## src/rtl/mdio_mgmt_pkg.sv

```systemverilog
package mdio_mgmt_pkg;

   typedef enum logic [1:0] {
      REG_CTRL  = 2'd0,
      REG_CFG   = 2'd1,
      REG_STAT  = 2'd2,
      REG_FRAME = 2'd3
   } mdio_reg_e;

   localparam int unsigned WORD_W        = 32;
   localparam int unsigned CTRL_EN_BIT   = 4;
   localparam int unsigned STAT_IDLE_BIT = 2;
   localparam int unsigned OPC_MSB       = 29;
   localparam int unsigned OPC_LSB       = 28;
   localparam logic [1:0]  OPC_READ      = 2'b10;
   localparam int unsigned TA_RELEASE    = 16;
   localparam int unsigned DATA_W        = 16;

   typedef struct packed {
      logic [1:0]  start_code;
      logic [1:0]  opcode;
      logic [4:0]  phy_addr;
      logic [4:0]  reg_addr;
      logic [1:0]  turnaround;
      logic [15:0] data;
   } mdio_frame_t;

endpackage

```

## src/rtl/mdio_mdc_gen.sv

```systemverilog
module mdio_mdc_gen #(
   parameter int unsigned SEL_W = 2,
   parameter int unsigned DIV_TABLE [2**SEL_W] = '{8, 16, 48, 64}
) (
   input  logic             clk,
   input  logic             rst_n,
   input  logic             start,
   input  logic [SEL_W-1:0] sel,
   input  logic             run,
   output logic             mdc,
   output logic             rise_tick,
   output logic             bit_end
);

   localparam int unsigned NUM_SEL = 2**SEL_W;

   function automatic int unsigned max_div();
      int unsigned m = 0;
      for (int i = 0; i < NUM_SEL; i++) begin
         if (DIV_TABLE[i] > m) m = DIV_TABLE[i];
      end
      return m;
   endfunction

   localparam int unsigned MAX_DIV = max_div();
   localparam int unsigned CNT_W   = $clog2(MAX_DIV);

   logic [CNT_W-1:0] tab_half [NUM_SEL];
   logic [CNT_W-1:0] tab_last [NUM_SEL];

   for (genvar gi = 0; gi < NUM_SEL; gi++) begin : g_ratio
      if (DIV_TABLE[gi] < 4 || (DIV_TABLE[gi] % 2) != 0) begin : g_bad_ratio
         $error("mdio_mdc_gen: every ratio must be even and at least 4");
      end
      assign tab_half[gi] = CNT_W'(DIV_TABLE[gi] / 2 - 1);
      assign tab_last[gi] = CNT_W'(DIV_TABLE[gi] - 1);
   end

   logic [CNT_W-1:0] cnt_q;
   logic [CNT_W-1:0] half_q;
   logic [CNT_W-1:0] last_q;
   logic             mdc_q;

   always_ff @(posedge clk) begin
      if (!rst_n) begin
         cnt_q  <= '0;
         half_q <= tab_half[0];
         last_q <= tab_last[0];
         mdc_q  <= 1'b0;
      end else if (start) begin
         cnt_q  <= '0;
         half_q <= tab_half[sel];
         last_q <= tab_last[sel];
         mdc_q  <= 1'b0;
      end else if (run) begin
         if (cnt_q == last_q) begin
            cnt_q <= '0;
            mdc_q <= 1'b0;
         end else begin
            cnt_q <= cnt_q + 1'b1;
            if (cnt_q == half_q) mdc_q <= 1'b1;
         end
      end else begin
         cnt_q <= '0;
         mdc_q <= 1'b0;
      end
   end

   assign mdc       = mdc_q;
   assign rise_tick = run && (cnt_q == half_q);
   assign bit_end   = run && (cnt_q == last_q);

   // MDC high phase lasts at least two cycles
   assert_mdc_high_hold_R9: assert property (@(posedge clk) disable iff (!rst_n)
      $rose(mdc_q) |=> mdc_q);

   // ratio is frozen for the whole frame
   assert_ratio_frozen_R10: assert property (@(posedge clk) disable iff (!rst_n)
      (run && $past(run)) |-> ($stable(last_q) && $stable(half_q)));

endmodule

```

## src/rtl/mdio_frame_seq.sv

```systemverilog
module mdio_frame_seq
   import mdio_mgmt_pkg::*;
#(
   parameter int unsigned PRE_LEN = 32
) (
   input  logic              clk,
   input  logic              rst_n,
   input  logic              load,
   input  logic [WORD_W-1:0] load_word,
   input  logic              rise_tick,
   input  logic              bit_end,
   input  logic              mdio_in,
   output logic              busy,
   output logic [WORD_W-1:0] frame,
   output logic              mdio_out,
   output logic              mdio_oe
);

   localparam int unsigned TOTAL = PRE_LEN + WORD_W;
   localparam int unsigned IDX_W = $clog2(TOTAL);

   if (PRE_LEN < 1) begin : g_bad_pre
      $error("mdio_frame_seq: preamble must be at least one bit");
   end

   logic [IDX_W-1:0]  idx_q;
   logic              busy_q;
   logic [WORD_W-1:0] frame_q;

   logic              in_pre;
   logic [IDX_W-1:0]  wire_pos;
   logic [WORD_W-1:0] pos_mask;
   logic              is_read;
   logic              in_data;
   logic              released;

   assign in_pre   = idx_q < IDX_W'(PRE_LEN);
   assign wire_pos = IDX_W'(TOTAL - 1) - idx_q;
   assign pos_mask = WORD_W'(1) << wire_pos;
   assign is_read  = frame_q[OPC_MSB:OPC_LSB] == OPC_READ;
   assign in_data  = is_read && !in_pre && (wire_pos < IDX_W'(DATA_W));
   assign released = is_read && !in_pre && (wire_pos <= IDX_W'(TA_RELEASE));

   always_ff @(posedge clk) begin
      if (!rst_n) begin
         idx_q   <= '0;
         busy_q  <= 1'b0;
         frame_q <= '0;
      end else if (load) begin
         idx_q   <= '0;
         busy_q  <= 1'b1;
         frame_q <= load_word;
      end else if (busy_q) begin
         if (rise_tick && in_data) begin
            frame_q <= mdio_in ? (frame_q | pos_mask) : (frame_q & ~pos_mask);
         end
         if (bit_end) begin
            if (idx_q == IDX_W'(TOTAL - 1)) begin
               idx_q  <= '0;
               busy_q <= 1'b0;
            end else begin
               idx_q <= idx_q + 1'b1;
            end
         end
      end
   end

   assign busy     = busy_q;
   assign frame    = frame_q;
   assign mdio_out = !busy_q || in_pre || ((frame_q & pos_mask) != '0);
   assign mdio_oe  = busy_q && !released;

   // once released on a read, MDIO stays released until the frame ends
   assert_release_sticky_R3: assert property (@(posedge clk) disable iff (!rst_n)
      (busy_q && $past(busy_q) && !$past(mdio_oe)) |-> !mdio_oe);

   // header half of the word never changes while a frame runs
   assert_header_stable_R7: assert property (@(posedge clk) disable iff (!rst_n)
      (busy_q && $past(busy_q)) |-> $stable(frame_q[WORD_W-1:DATA_W]));

   // a write frame leaves the whole word untouched
   assert_write_word_kept_R1: assert property (@(posedge clk) disable iff (!rst_n)
      (busy_q && $past(busy_q) && !is_read) |-> $stable(frame_q));

   // the first bit after a load is a driven preamble one
   assert_preamble_start_R2: assert property (@(posedge clk) disable iff (!rst_n)
      $rose(busy_q) |-> (mdio_oe && mdio_out));

endmodule

```

## src/rtl/mdio_mgmt_engine.sv

```systemverilog
module mdio_mgmt_engine
   import mdio_mgmt_pkg::*;
#(
   parameter int unsigned MDC_SEL_W     = 2,
   parameter int unsigned MDC_DIVS [2**MDC_SEL_W] = '{8, 16, 48, 64},
   parameter int unsigned PREAMBLE_BITS = 32
) (
   input  logic        clk,
   input  logic        rst_n,
   input  logic [1:0]  reg_addr,
   input  logic        reg_wr,
   input  logic [31:0] reg_wdata,
   output logic [31:0] reg_rdata,
   output logic        mdc,
   output logic        mdio_out,
   output logic        mdio_oe,
   input  logic        mdio_in
);

   if (MDC_SEL_W < 1 || MDC_SEL_W > 4) begin : g_bad_sel
      $error("mdio_mgmt_engine: ratio select width must be 1 to 4");
   end

   mdio_reg_e             addr_e;
   logic                  port_en_q;
   logic [MDC_SEL_W-1:0]  div_sel_q;
   logic                  busy;
   logic [WORD_W-1:0]     frame;
   logic                  start;
   logic                  rise_tick;
   logic                  bit_end;
   logic                  idle;

   assign addr_e = mdio_reg_e'(reg_addr);
   assign start  = reg_wr && (addr_e == REG_FRAME) && port_en_q && !busy;
   assign idle   = !busy;

   always_ff @(posedge clk) begin
      if (!rst_n) begin
         port_en_q <= 1'b0;
         div_sel_q <= '0;
      end else if (reg_wr) begin
         if (addr_e == REG_CTRL) port_en_q <= reg_wdata[CTRL_EN_BIT];
         if (addr_e == REG_CFG)  div_sel_q <= reg_wdata[MDC_SEL_W-1:0];
      end
   end

   always_comb begin
      reg_rdata = '0;
      unique case (addr_e)
         REG_CTRL:  reg_rdata[CTRL_EN_BIT]     = port_en_q;
         REG_CFG:   reg_rdata[MDC_SEL_W-1:0]   = div_sel_q;
         REG_STAT:  reg_rdata[STAT_IDLE_BIT]   = idle;
         REG_FRAME: reg_rdata                  = frame;
         default:   reg_rdata                  = '0;
      endcase
   end

   mdio_mdc_gen #(
      .SEL_W     (MDC_SEL_W),
      .DIV_TABLE (MDC_DIVS)
   ) i_mdc_gen (
      .clk       (clk),
      .rst_n     (rst_n),
      .start     (start),
      .sel       (div_sel_q),
      .run       (busy),
      .mdc       (mdc),
      .rise_tick (rise_tick),
      .bit_end   (bit_end)
   );

   mdio_frame_seq #(
      .PRE_LEN (PREAMBLE_BITS)
   ) i_frame_seq (
      .clk       (clk),
      .rst_n     (rst_n),
      .load      (start),
      .load_word (reg_wdata),
      .rise_tick (rise_tick),
      .bit_end   (bit_end),
      .mdio_in   (mdio_in),
      .busy      (busy),
      .frame     (frame),
      .mdio_out  (mdio_out),
      .mdio_oe   (mdio_oe)
   );

   // a frame only starts while the port is enabled
   assert_start_needs_enable_R8: assert property (@(posedge clk) disable iff (!rst_n)
      $rose(busy) |-> $past(port_en_q));

   // idle means a quiet bus: MDC low and MDIO released
   assert_idle_bus_quiet_R6: assert property (@(posedge clk) disable iff (!rst_n)
      idle |-> (!mdio_oe && !mdc));

   // MDC toggles only inside a frame
   assert_mdc_only_busy_R6: assert property (@(posedge clk) disable iff (!rst_n)
      $rose(mdc) |-> busy);

endmodule

```

## config.mk

```make
export PLATFORM = sky130hd
export DESIGN_NAME = mdio_mgmt_engine
export DESIGN_NICKNAME = d
export VERILOG_FILES = /design/src/rtl/mdio_mgmt_pkg.sv /design/src/rtl/mdio_mdc_gen.sv /design/src/rtl/mdio_frame_seq.sv /design/src/rtl/mdio_mgmt_engine.sv
export SDC_FILE = /design/constraint.sdc
export NUM_CORES = 1
export LEC_CHECK = 0
export BUFFER_PORTS_ARGS = -buffer_cell sky130_fd_sc_hd__buf_2
export CORE_MARGIN = 3
export CORE_UTILIZATION = 58
export DETAILED_ROUTE_END_ITERATION = 10
export PLACE_DENSITY = 0.86
export SKIP_LAST_GASP = 1
export SLEW_MARGIN = 10
export SYNTH_ARGS = -nofsm -noshare
export SYNTH_HDL_FRONTEND = slang
export SYNTH_HIERARCHICAL = 1
export SYNTH_SLANG_ARGS = --single-unit
```

## constraint.sdc

```tcl
create_clock -name clk -period 6.2 [get_ports clk]
set_clock_uncertainty 0.2 [all_clocks]
set_input_delay 1.24 -clock clk [delete_from_list [all_inputs] [get_ports clk]]
set_output_delay 1.24 -clock clk [all_outputs]
set_load 0.02 [all_outputs]
```

==> flow_metrics.tcl <==
set metrics [dict create \
    routed_wl_um 7825 \
    worstHoldPathType "flop to flop" \
    hold_viol 0 \
    initial_utilization_pct 60.66 \
    final_layout_size_suffix_gt1_share_pct 24.17 \
    synth_edf_count 0 \
    grt_pass1_vias 2747 \
    post-route-drc-count 0 \
    timing.final.crit_share_pct 65.53 \
    synth_top_area_cell "dfxtp_1" \
    cp_common_cell "buf_2" \
    cp_cell_sequence "buf_2, ha_1, a31oi_1, nor2_1, buf_2" \
    worst_skew_pair.late_latency_ps 310 \
    antenna_found_initial 0 \
    globalRouteOverflowTotal 0 \
    htreeDepth 2 \
    gp_congestion 0.8705 \
    final_nets 472 \
    yosys-top-cells-area "dfxtp_1 (33%), mux2i_1 (6.1%), ha_1 (4.8%)" \
    critPathLaunchType "input pin" \
    required_ps 4760 \
    placementRows 26 \
    dieWidth_um 79.32 \
    cts_buffers 5 \
    cp_top_family "adder cells" \
    power.density_nw_per_um2 157.3 \
    die_area_sq_um 6292 \
    synth_seq_cells 52 \
    clk_pin_slew_ps 90 \
    status "finished, final reports clean" \
    path_max_fanout 33 \
    p_leak_nw 1.386 \
    setup_viol_count_final 0 \
    grt_usage_pct 24.95 \
    drtAntennaViolNets 0 \
    ir_drop_mv 0.1079 \
    crit_path_end_kind "primary output" \
    vias_per_cell 6.132 \
    synth.avg_cell_area_sq_um 8.496 \
    yosys.area.top_type_share_pct 33.39 \
    first_pass_iters 7 \
    total_power_mw 0.5573 \
    die_h_um 79.32 \
    cp.arrival_ps 2620 \
    ys_seq_area_share_pct 33.39 \
    netlist_area_sq_um 3118 \
    vias 3017 \
    drv_slew 0 \
    cts_sinks 52 \
    critPathKind "input pin to primary output" \
    timing.slew.headroom_pct 35.00 \
    yosys_warnings 6 \
    ctsHoldBuffers 0 \
    drt-initial-drc-count 263 \
    drv_cap 0 \
    synthCells 367 \
    max_stage_delay_ps 810 \
    slowest_stage "ha_1" \
    cts_resized 0 \
    dp_slack_ps 2120 \
    fin_ws_ps 2137 \
    rsz0062_at_grt "false" \
    critPathBufInv 2 \
    fillers 440 \
    yosysUniqueCellTypes 57 \
    io_pins 73 \
    finalCriticalPeriod_ps 4063 \
    cts_root_buf "clkbuf_8" \
    place.port_buffers 72 \
    fin_cells 492 \
    area_delta_synth_final_pct 13.60 \
    core_sq_um 5140 \
    cts_buffer_depth 2 \
    dp.cells 485 \
    wl_per_cell_um 15.90 \
    syn_nets 417 \
    synth_flop_cell "dfxtp_1" \
    grt_pass1_wl_um 12790 \
    grt_start_max_net_pins 35 \
    cts_setup_buffers 0 \
    hpwl_um 5507 \
    cts_tree "yes" \
    synthArstFlopShare_pct 0 \
    setup-tns-final_ps 0 \
    worst_pin_slew_ps 975.1 \
    diodes 0 \
    max_freq_mhz 246.1 \
]
per-stage QoR:
stage / utilization, % / instance area (sq um) / hold slack [ps]
2_1_floorplan: - / 3118 / 269.2
3_5_place_dp: 67.33 / 3461 / 290.2
4_1_cts: 68.91 / 3542 / 308.5
5_1_grt: 68.91 / 3542 / 324.3
3_3_place_gp: 67.33 / 3461 / 255.1
6_report: 68.91 / 3542 / 305.4
power by group:
part	switching (mW)	internal, mW
clock	0.109	0.0766
combinational	0.0195	0.0151
sequential	0.00185	0.336
total	0.130	0.427
layout by cell type, fill, tap and decap left out, types with 3 or more instances in the layout:
master,instances
buf_2,72
a31oi_1,6
o21a_1,4
xor2_1,4
nand3_1,13
a211oi_1,3
inv_1,12
nor3_1,9
and3_1,3
nand3b_1,5
nand4_1,9
and4_1,7
a311oi_1,12
nor2b_1,3
and2_2,8
a21boi_0,5
nand2_1,17
xnor2_1,4
or3_1,4
o21ai_0,16
ha_1,12
o211ai_1,4
nor2_1,32
and2_1,21
nand4b_1,3
a21oi_1,17
nor3b_1,4
dfxtp_1,52
mux2i_1,19
clkbuf_8,5
metal layers:
layer	share of wire, %	wire length [um]	GRT usage (%)
met1	43	3340	32.96
met5	0	0	0
met4	1.8	143	7.388
met3	7.5	584	4.195
met2	48	3757	41.67
final timing paths:
path,start,to,slack (ps),cells after the start
worst max-delay path,reg_addr[0],reg_rdata[1],2140,5
worst min-delay path,i_frame_seq/idx_q[1],i_frame_seq/idx_q[1],310,2
worst max register to register,i_mdc_gen/cnt_q[0],flop,3340,9
worst min register to register,i_frame_seq/idx_q[1],i_frame_seq/idx_q[1],310,2
kinds of logic (layout without fill, tap and decap cells):
kind of cell	Yosys count	in the layout	share of synthesized area [%]
AND/OR/NAND/NOR	151	151	28.37
AO/OA/AOI/OAI	83	83	18.42
flip-flops	52	52	33.39
buffers and inverters	39	94	5.417
multiplexers	21	21	6.822
adder cells (fa/ha/maj)	12	12	4.815
XOR/XNOR	9	9	2.769
worst register-to-register path, delay by kind of cell (launching register included):
kind                     cells  cell delay, ps
AO/OA/AOI/OAI                1             160
adder cells (fa/ha/maj)      1             270
flip-flops                   1             410
AND/OR/NAND/NOR              7            1730
cells in the mapped netlist (4+ instances only):
master and instances:
nand4_1 9, and2_2 8, and2_1 21, xnor2_1 4, clkbuf_1 15, a21oi_1 17, a21boi_0 5, and4_1 7
dfxtp_1 52, a31oi_1 6, o21ai_0 16, inv_1 12, xor2_1 4, nand2_1 17, or3_1 4, a311oi_1 12
nor3_1 9, ha_1 12, nand3_1 13, nand3b_1 5, nor2_1 32, o21a_1 4, o211ai_1 4, nor3b_1 4
mux2i_1 19
cell type report:
type | instances | area (sq um) | share of cell area, %
Tap cell | 70 | 87.58 | 2.473
Timing Repair Buffer | 74 | 375.4 | 10.60
Clock buffer | 5 | 68.82 | 1.943
Inverter | 13 | 48.80 | 1.378
Multi-Input combinational cell | 276 | 1908 | 53.87
Sequential cell | 52 | 1041 | 29.39
Clock inverter | 2 | 12.51 | 0.3532
Note: power is estimated with default switching activity, not from simulation.
